### src/rtl/sfifo_pkg.sv
package sfifo_pkg;
  typedef enum logic {
    PAIR_MODE   = 1'b0,
    SINGLE_MODE = 1'b1
  } admit_mode_e;

  typedef struct packed {
    logic take;
    logic toss;
  } admit_t;
endpackage

### src/rtl/sfifo_admit.sv
module sfifo_admit
  import sfifo_pkg::*;
#(
  parameter int CNT_W = 4
) (
  input  logic             clk,
  input  logic             rst_n,
  input  logic             wr_valid,
  input  logic             wr_right,
  input  admit_mode_e      mode,
  input  logic [CNT_W-1:0] free_slots,
  output admit_t           verdict
);
  logic pair_open;

  always_comb begin
    verdict = '0;
    if (wr_valid) begin
      if (mode == SINGLE_MODE)
        verdict.take = (free_slots != '0);
      else if (!wr_right)
        verdict.take = (free_slots >= CNT_W'(2));
      else
        verdict.take = pair_open;
      verdict.toss = !verdict.take;
    end
  end

  always_ff @(posedge clk or negedge rst_n) begin
    if (!rst_n)
      pair_open <= 1'b0;
    else if (wr_valid)
      pair_open <= (mode == PAIR_MODE) && !wr_right && verdict.take;
  end
endmodule

### src/rtl/sfifo_store.sv
module sfifo_store #(
  parameter int DATA_W = 24,
  parameter int TOTAL  = 9,
  localparam int CNT_W = $clog2(TOTAL + 1),
  localparam int PTR_W = $clog2(TOTAL)
) (
  input  logic              clk,
  input  logic              rst_n,
  input  logic              push,
  input  logic [DATA_W-1:0] push_data,
  input  logic              rd_en,
  output logic [DATA_W-1:0] rd_data,
  output logic              fifo_empty,
  output logic              rd_fire,
  output logic [CNT_W-1:0]  count
);
  logic [DATA_W-1:0] ring [TOTAL];
  logic [PTR_W-1:0]  wr_ptr, rd_ptr;

  function automatic logic [PTR_W-1:0] bump(input logic [PTR_W-1:0] p);
    return (p == PTR_W'(TOTAL - 1)) ? '0 : p + 1'b1;
  endfunction

  assign fifo_empty = (count == '0);
  assign rd_fire    = rd_en && !fifo_empty;

  always_ff @(posedge clk) begin
    if (push) ring[wr_ptr] <= push_data;
  end

  always_ff @(posedge clk or negedge rst_n) begin
    if (!rst_n) begin
      wr_ptr  <= '0;
      rd_ptr  <= '0;
      count   <= '0;
      rd_data <= '0;
    end else begin
      if (push) wr_ptr <= bump(wr_ptr);
      if (rd_fire) begin
        rd_ptr  <= bump(rd_ptr);
        rd_data <= ring[rd_ptr];
      end
      case ({push, rd_fire})
        2'b10:   count <= count + 1'b1;
        2'b01:   count <= count - 1'b1;
        default: count <= count;
      endcase
    end
  end

  AST_NO_OVERWRITE: assert property (@(posedge clk) disable iff (!rst_n)
    push |-> (count < CNT_W'(TOTAL) || rd_fire));
  AST_CAPACITY: assert property (@(posedge clk) disable iff (!rst_n)
    count <= CNT_W'(TOTAL));
  AST_EMPTY_READ_HOLD: assert property (@(posedge clk) disable iff (!rst_n)
    (fifo_empty && rd_en) |=> $stable(rd_data));
endmodule

### src/rtl/sfifo_status.sv
module sfifo_status (
  input  logic clk,
  input  logic rst_n,
  input  logic toss,
  input  logic ovf_clr,
  input  logic ovf_irq_en,
  output logic ovf_sticky,
  output logic ovf_irq
);
  always_ff @(posedge clk or negedge rst_n) begin
    if (!rst_n)
      ovf_sticky <= 1'b0;
    else if (toss)
      ovf_sticky <= 1'b1;
    else if (ovf_clr)
      ovf_sticky <= 1'b0;
  end

  assign ovf_irq = ovf_sticky && ovf_irq_en;

  AST_OVF_SETS: assert property (@(posedge clk) disable iff (!rst_n)
    toss |=> ovf_sticky);
  AST_STICKY_HOLDS: assert property (@(posedge clk) disable iff (!rst_n)
    (ovf_sticky && !ovf_clr) |=> ovf_sticky);
endmodule

### src/rtl/sfifo_top.sv
module sfifo_top
  import sfifo_pkg::*;
#(
  parameter int DATA_W      = 24,
  parameter int FIFO_DEPTH  = 8,
  parameter int STAGE_DEPTH = 1
) (
  input  logic              clk,
  input  logic              rst_n,
  input  logic              wr_valid,
  input  logic [DATA_W-1:0] wr_data,
  input  logic              wr_right,
  input  logic              unpaired_mode,
  input  logic              rd_en,
  output logic [DATA_W-1:0] rd_data,
  output logic              fifo_empty,
  input  logic              ovf_irq_en,
  input  logic              ovf_clr,
  output logic              ovf_sticky,
  output logic              ovf_irq
);
  localparam int TOTAL = FIFO_DEPTH + STAGE_DEPTH;
  localparam int CNT_W = $clog2(TOTAL + 1);

  logic [CNT_W-1:0] count, free_slots;
  logic             rd_fire;
  admit_t           verdict;
  admit_mode_e      mode;

  assign mode       = admit_mode_e'(unpaired_mode);
  assign free_slots = CNT_W'(TOTAL) - count + CNT_W'(rd_fire);

  sfifo_admit #(.CNT_W(CNT_W)) u_admit (
    .clk(clk), .rst_n(rst_n), .wr_valid(wr_valid), .wr_right(wr_right),
    .mode(mode), .free_slots(free_slots), .verdict(verdict)
  );

  sfifo_store #(.DATA_W(DATA_W), .TOTAL(TOTAL)) u_store (
    .clk(clk), .rst_n(rst_n), .push(verdict.take), .push_data(wr_data),
    .rd_en(rd_en), .rd_data(rd_data), .fifo_empty(fifo_empty),
    .rd_fire(rd_fire), .count(count)
  );

  sfifo_status u_status (
    .clk(clk), .rst_n(rst_n), .toss(verdict.toss), .ovf_clr(ovf_clr),
    .ovf_irq_en(ovf_irq_en), .ovf_sticky(ovf_sticky), .ovf_irq(ovf_irq)
  );

  AST_RIGHT_HAS_ROOM: assert property (@(posedge clk) disable iff (!rst_n)
    (verdict.take && wr_right && mode == PAIR_MODE)
      |-> (count < CNT_W'(TOTAL) || rd_fire));
  AST_LEFT_RESERVES: assert property (@(posedge clk) disable iff (!rst_n)
    (verdict.take && !wr_right && mode == PAIR_MODE)
      |-> (count < CNT_W'(TOTAL - 1) || (rd_fire && count < CNT_W'(TOTAL))));
endmodule

### config.mk
export PLATFORM = sky130hd
export DESIGN_NAME = sfifo_top
export DESIGN_NICKNAME = d
export VERILOG_FILES = /design/src/rtl/sfifo_pkg.sv /design/src/rtl/sfifo_admit.sv /design/src/rtl/sfifo_store.sv /design/src/rtl/sfifo_status.sv /design/src/rtl/sfifo_top.sv
export SDC_FILE = /design/constraint.sdc
export NUM_CORES = 1
export LEC_CHECK = 0
export ABC_CLOCK_PERIOD_IN_PS = 11100
export BUFFER_PORTS_ARGS = -buffer_cell sky130_fd_sc_hd__buf_2
export CAP_MARGIN = 30
export CORE_MARGIN = 5
export CORE_UTILIZATION = 45
export CTS_BUF_LIST = sky130_fd_sc_hd__clkbuf_4
export DETAILED_ROUTE_END_ITERATION = 8
export SYNTH_ARGS = -nofsm -noshare
export SYNTH_HDL_FRONTEND = slang
export SYNTH_SLANG_ARGS = --single-unit
### constraint.sdc
create_clock -name clk -period 11.1 [get_ports clk]
set_input_delay 2.22 -clock clk [delete_from_list [all_inputs] [get_ports clk]]
set_output_delay 2.22 -clock clk [all_outputs]
set_load 0.005 [all_outputs]
==> results.json, run 1 <==
{
  "status": "complete, no violations",
  "ys_seq_elements": 254,
  "synth_area_leader_cell": "edfxtp_1",
  "p_leak_uw": 0.00416,
  "r2r_setup_slack_ns": 6.72,
  "rsz0062_at_grt": "no",
  "num_rows": 54,
  "place_hpwl_um": 11100,
  "synthFlopType": "edfxtp_1",
  "synth-seq-area-share_pct": 74.3,
  "power_uw": 2780,
  "end_kind": "register",
  "start_kind": "input pin",
  "crit_type": "in2reg",
  "required_ns": 11.59,
  "rr_startpoint": "u_store.count[0]$_DFFE_PN0P_",
  "cts_resized": 0,
  "post_cts_buffers": 0,
  "grt_pass1_vias": 5607,
  "async_flop_share_pct": 15.0,
  "synth.cell_area_sq_mm": 0.0100,
  "synth.distinct_cells": 43,
  "crit_buf_inv": 4,
  "io_buffers": 58,
  "layout_setup_ws_ns": 5.81,
  "worstMarginPinSlew_ns": 0.897,
  "crit_fanout": 54,
  "synthCells": 526,
  "num_vias": 5230,
  "dieArea_sq_mm": 0.0253,
  "critical_path.most_common_cell": "ha_1",
  "cts_max_level": 3,
  "ios": 59,
  "drtIter0Drc": 229,
  "cts-hold-fix-buffers": 0,
  "cts_buffers": 67,
  "slowest_stage": "buf_4",
  "min_to": "u_store.rd_data[22]$_DFFE_PN0P_",
  "ys.warnings.count": 0,
  "start_util_pct": 45.7,
  "wl_um": 20300,
  "tns_ns": 0,
  "power_density_mw_per_mm2": 240,
  "arrival_ns": 5.78,
  "n_fill_cell": 1808,
  "finalHoldViolations": 0,
  "critical-path-max-stage-delay_ns": 0.56,
  "synth.most_common_cell": "edfxtp_1",
  "grt_pass1_wl_um": 31700,
  "synthToLayoutAreaGrowth_pct": 15.7,
  "place_congestion": 0.748,
  "cap_violations": 0,
  "min_from": "u_store.rd_data[22]$_DFFE_PN0P_",
  "worstReg2RegEnd": "u_store.count[2]$_DFFE_PN0P_",
  "yosysTopAreaCellShare_pct": 64.8,
  "dieWidth_um": 159,
  "drc": 0,
  "cts_tree": "yes",
  "syn_nets": 569,
  "yosys-top-cells-area": "edfxtp_1 65%, mux4_2 11%, dfrtp_1 9.5%",
  "grt_overflow": 0,
  "critPathTopFamily": "buffers and inverters",
  "synthTopCellsByCount": "216 x edfxtp_1, 55 x nand2_1, 48 x mux4_2, 38 x dfrtp_1, 26 x mux2i_1",
  "drive_above_1_share_pct": 35.5,
  "peakVddDrop_mv": 0.121,
  "reg2regPathDepth": 16,
  "track_usage_pct": 16.1,
  "ant_nets": 0,
  "core_sq_mm": 0.0219,
  "clockBufferDepth": 3,
  "cts_root_buf": "clkbuf_4",
  "layout_min_cycle_time_ns": 5.29,
  "cp_cell_sequence": "buf_2 -> o41ai_4 -> buf_4 -> inv_1 -> ha_1 -> inv_1 -> ha_1 -> nor4bb_1 -> nand3_1 -> nand4_4 -> ha_1 -> xor2_1 -> ha_1 -> a21oi_1 -> xor2_1 -> nor2_1 -> xor2_1",
  "fin_crit_sh_pct": 47.6,
  "avgRoutedWirePerCell_um": 20.8,
  "synth_edf_count": 216,
  "dpl_worst_slack_ns": 5.17,
  "max_clock_freq_ghz": 0.189,
  "skew_ns": 0.0329,
  "cts.clk_slew.worst_paths_ns": 0.06,
  "holdCritPathClass": "reg2reg",
  "fp.dieH_um": 159,
  "relSlewSlack_pct": 40.1,
  "clkSinkCount": 254,
  "nets": 681,
  "antenna_found_initial": 3,
  "synth_area_per_cell_sq_um": 19.0,
  "drv_slew": 0,
  "first_pass_iters": 7,
  "viasPerCell": 5.38,
  "clock_latency_ns": 0.64,
  "holdPathStages": 2,
  "grt_max_degree": 55,
  "finalSetupViolCount": 0
}
-- report_power, final --
part	internal, uW	leakage (uW)	switching, uW
Clock	430	0.000508	364
Sequential	1160	0.00241	85.2
Combinational	352	0.00124	395
-- registers in the layout (all words and copies together) (netlist names) --
name / flops
u_store.rd_ptr: 4
u_store.rd_data: 24
u_store.count: 4
u_store.wr_ptr: 4
u_admit.pair_open: 1
u_status.ovf_sticky: 1
u_store.ring: 216
-- through the flow --
step                      hold WS [ns]  utilization (%)  area, sq um  std cells
after floorplan                  0.480                -        10000        526
after global placement           0.468             48.8        10700        847
after detailed placement         0.470             49.0        10700        849
after CTS                        0.484             52.9        11600        970
after global routing             0.497             52.9        11600        972
final                            0.480             52.9        11600        972
-- cell type report --
| class | count | area (sq um) | area share, % |
|---|---|---|---|
| Sequential cell | 254 | 7440 | 64.2 |
| Multi-Input combinational cell | 228 | 2440 | 21.1 |
| Clock buffer | 98 | 736 | 6.35 |
| Timing Repair Buffer | 73 | 435 | 3.76 |
| Tap cell | 280 | 350 | 3.02 |
| Clock inverter | 23 | 119 | 1.03 |
| Inverter | 14 | 52.6 | 0.454 |
| Antenna cell | 2 | 5.00 | 0.0432 |
-- worst min-delay path: cells and delay by family, from the launching register on --
family | cells | cell delay (ns)
flops | 1 | 0.33
compound gates | 1 | 0.06
simple gates | 1 | 0.05
-- cells in the final DEF, fill, tap and decap left out, types with 5 or more instances in the layout --
cell type  count
clkbuf_4      98
nor4b_2        5
inv_1         13
ha_1          11
edfxtp_1     216
mux2i_1       26
nand3_1        5
clkinv_1      17
o221ai_1      24
dfrtp_1       36
nand2_1       55
buf_2         58
buf_4         13
o21ai_0        8
mux4_2        48
a21oi_1        6
-- cell families (layout without fill, tap and decap cells) --
| logic type | after synthesis | count (layout) | share of synthesized area (%) |
|---|---|---|---|
| DFF | 254 | 254 | 74.3 |
| and+or+nand+nor | 89 | 89 | 4.49 |
| muxes | 77 | 77 | 13.7 |
| AOI/OAI and AO/OA | 45 | 45 | 3.75 |
| buffers and inverters | 44 | 208 | 1.85 |
| adders and majority gates | 11 | 11 | 1.37 |
| xor gates and xnor gates | 6 | 6 | 0.525 |
| other | 0 | 2 | 0 |
-- how the worst max path moves through the flow --
stage / startpoint / endpoint / depth (start not counted)
floorplan: rd_en / u_store.ring[4][0]$_DFFE_PP_ / 9
global placement: rd_en / u_store.count[2]$_DFFE_PN0P_ / 17
detailed placement: rd_en / u_store.count[2]$_DFFE_PN0P_ / 17
CTS: rd_en / u_store.count[2]$_DFFE_PN0P_ / 17
global route: rd_en / u_store.count[2]$_DFFE_PN0P_ / 17
finish: rd_en / u_store.count[2]$_DFFE_PN0P_ / 17
-- routing by layer --
| metal | wire length [um] | global-route usage [%] | vias to the layer above | part of all wire (%) |
|---|---|---|---|---|
| met5 | 21 | 0 | - | 0.10 |
| met4 | 402 | 6.63 | 4 | 2.0 |
| met3 | 1140 | 3.91 | 35 | 5.6 |
| met2 | 10100 | 26.2 | 154 | 50 |
| met1 | 8540 | 21.0 | 2655 | 42 |
| li1 | - | - | 2382 | - |
(Power assumes the default switching activity.)
==> inputs of run 2 (changes only) <==
--- a/config.mk
+++ b/config.mk
@@ -5,7 +5,7 @@
 export SDC_FILE = /design/constraint.sdc
 export NUM_CORES = 1
 export LEC_CHECK = 0
-export ABC_CLOCK_PERIOD_IN_PS = 11100
+export ABC_CLOCK_PERIOD_IN_PS = 5000
 export BUFFER_PORTS_ARGS = -buffer_cell sky130_fd_sc_hd__buf_2
 export CAP_MARGIN = 30
 export CORE_MARGIN = 5
==> constraint.sdc (replaced) <==
create_clock -name clk -period 5 [get_ports clk]
set_input_delay 1 -clock clk [delete_from_list [all_inputs] [get_ports clk]]
set_output_delay 1 -clock clk [all_outputs]
set_load 0.005 [all_outputs]
==> run 2 against run 1 <==
Compared with the run above:
- register-to-register slack worse by 5.5 ns
- wire length down 0.97%
- sequential cell count unchanged
- global-route usage down 0.19 points
- via count up 0.63%
- combinational power up 120%
- final area up 0.74%
- total power up 130%
- critical path type is now reg2reg
==> results.json, run 2 (synthesized netlist as in run 1, its figures left out) <==
{
  "dpl_worst_slack_ns": 0.803,
  "nets": 684,
  "top_register": "u_store.ring",
  "power_density_mw_per_mm2": 537,
  "final_cell_mix": "216 x edfxtp_1, 100 x clkbuf_4, 58 x buf_2",
  "cts_resized": 0,
  "layout_setup_ws_ns": 1.25,
  "multi_input_area_sq_mm": 0.00248,
  "drc": 0,
  "cap_violations": 0,
  "highest_layer": "met5",
  "first_pass_iters": 4,
  "holdCritPathClass": "in2async",
  "fp.dieH_um": 159,
  "drv_slew": 0,
  "avgRoutedWirePerCell_um": 20.6,
  "wl_met1_um": 8400,
  "worstMarginPinSlew_ns": 0.887,
  "wl_met3_um": 1280,
  "clock_latency_ns": 0.64,
  "cts_root_buf": "clkbuf_4",
  "wl_um": 20100,
  "cts-hold-fix-buffers": 0,
  "ios": 59,
  "final_cell_area_sq_mm": 0.0117,
  "crit_type": "reg2reg",
  "status": "complete, no violations",
  "antenna_found_initial": 3,
  "arrival_ns": 4.25,
  "largest_reg_flops": 216,
  "dieWidth_um": 159,
  "grt_pass1_vias": 5568,
  "dieArea_sq_mm": 0.0253,
  "max_clock_freq_ghz": 0.267,
  "drive_above_1_share_pct": 36.0,
  "wl_met2_um": 10000,
  "cts_tree": "yes",
  "clockBufferDepth": 3,
  "place_congestion": 0.763,
  "place_hpwl_um": 10900,
  "grt_overflow": 0,
  "seq_area_sq_mm": 0.00744,
  "p_leak_uw": 0.00420,
  "cts_buffers": 68,
  "required_ns": 5.50,
  "track_usage_pct": 16.0,
  "placed_area_sq_mm": 0.0108,
  "start_kind": "register",
  "finalSetupViolCount": 0,
  "layout_min_cycle_time_ns": 3.75,
  "final_common_cell": "edfxtp_1",
  "viasPerCell": 5.41,
  "grt_max_degree": 54,
  "clkSinkCount": 254,
  "fin_crit_sh_pct": 74.9,
  "drtIter0Drc": 258,
  "start_util_pct": 45.7,
  "rsz0062_at_grt": "no",
  "skew_ns": 0.0314,
  "cts.clk_slew.worst_paths_ns": 0.07,
  "core_sq_mm": 0.0219,
  "ant_nets": 0,
  "io_buffers": 58,
  "relSlewSlack_pct": 40.8,
  "grt_pass1_wl_um": 31300,
  "peakVddDrop_mv": 0.257,
  "num_vias": 5263,
  "crit_fanout": 9,
  "n_fill_cell": 1796,
  "synthToLayoutAreaGrowth_pct": 16.6,
  "largestRegisters": "u_store.ring (216), u_store.rd_data (24)",
  "cts_max_level": 3,
  "finalHoldViolations": 0,
  "num_rows": 54,
  "end_kind": "register",
  "post_cts_buffers": 0
}
run 2: per-stage QoR:
stage / power [uW] / setup TNS, ns / std cells / utilization (%) / hold slack [ns]
global placement: 4440 / 0 / 849 / 49.0 / 0.465
finish: 6270 / 0 / 973 / 53.3 / 0.450
floorplan: 3960 / -32.19 / 526 / - / 0.480
CTS: 6380 / 0 / 972 / 53.3 / 0.437
global route: 6660 / 0 / 973 / 53.3 / 0.459
detailed placement: 4530 / 0 / 851 / 49.3 / 0.468
run 2: layout make-up:
type	instances	share of cell area [%]
clock buffer	100	6.43
sequential	254	63.8
multi-input combinational	228	21.2
timing repair buffer	75	3.92
antenna	1	0.0214
clock inverter	21	1.16
tap	280	3.00
inverter	14	0.450
run 2: final timing paths:
path	slack [ns]	endpoint	cells after the start	start
worst max-delay path	1.25	u_store.count[2]$_DFFE_PN0P_	15	u_store.count[0]$_DFFE_PN0P_
worst min-delay path	0.45	u_store.rd_data[19]$_DFFE_PN0P_	2	rst_n
worst max register to register	1.25	u_store.count[2]$_DFFE_PN0P_	15	u_store.count[0]$_DFFE_PN0P_
worst min register to register	0.48	u_store.rd_data[16]$_DFFE_PN0P_	2	u_store.rd_data[16]$_DFFE_PN0P_
max in group asynchronous	4.10	u_store.rd_ptr[0]$_DFFE_PN0P_	2	rst_n
min in group clk	0.48	u_store.rd_data[16]$_DFFE_PN0P_	2	u_store.rd_data[16]$_DFFE_PN0P_
run 2: power by group:
group          total (uW)  internal, uW  switching [uW]
Clock                1830          1020             809
Sequential           2780          2560             214
Combinational        1660           802             862
Total                6270          4390            1880
run 2: routing by layer:
metal	GRT usage [%]	vias to the layer above
met4	5.23	4
met1	20.6	2691
met5	0	-
met2	26.1	153
li1	-	2385
met3	4.76	30
run 2: worst max-delay path, stage by stage, from the launching register on:
cell      delay, ns
dfrtp_1        0.48
o41ai_4        0.39
inv_1          0.19
ha_1           0.26
inv_1          0.07
ha_1           0.25
nor4bb_1       0.15
nand3_1        0.25
nand4_4        0.30
ha_1           0.38
xor2_1         0.18
ha_1           0.19
a21oi_1        0.15
xor2_1         0.15
nor2_1         0.07
xor2_1         0.15
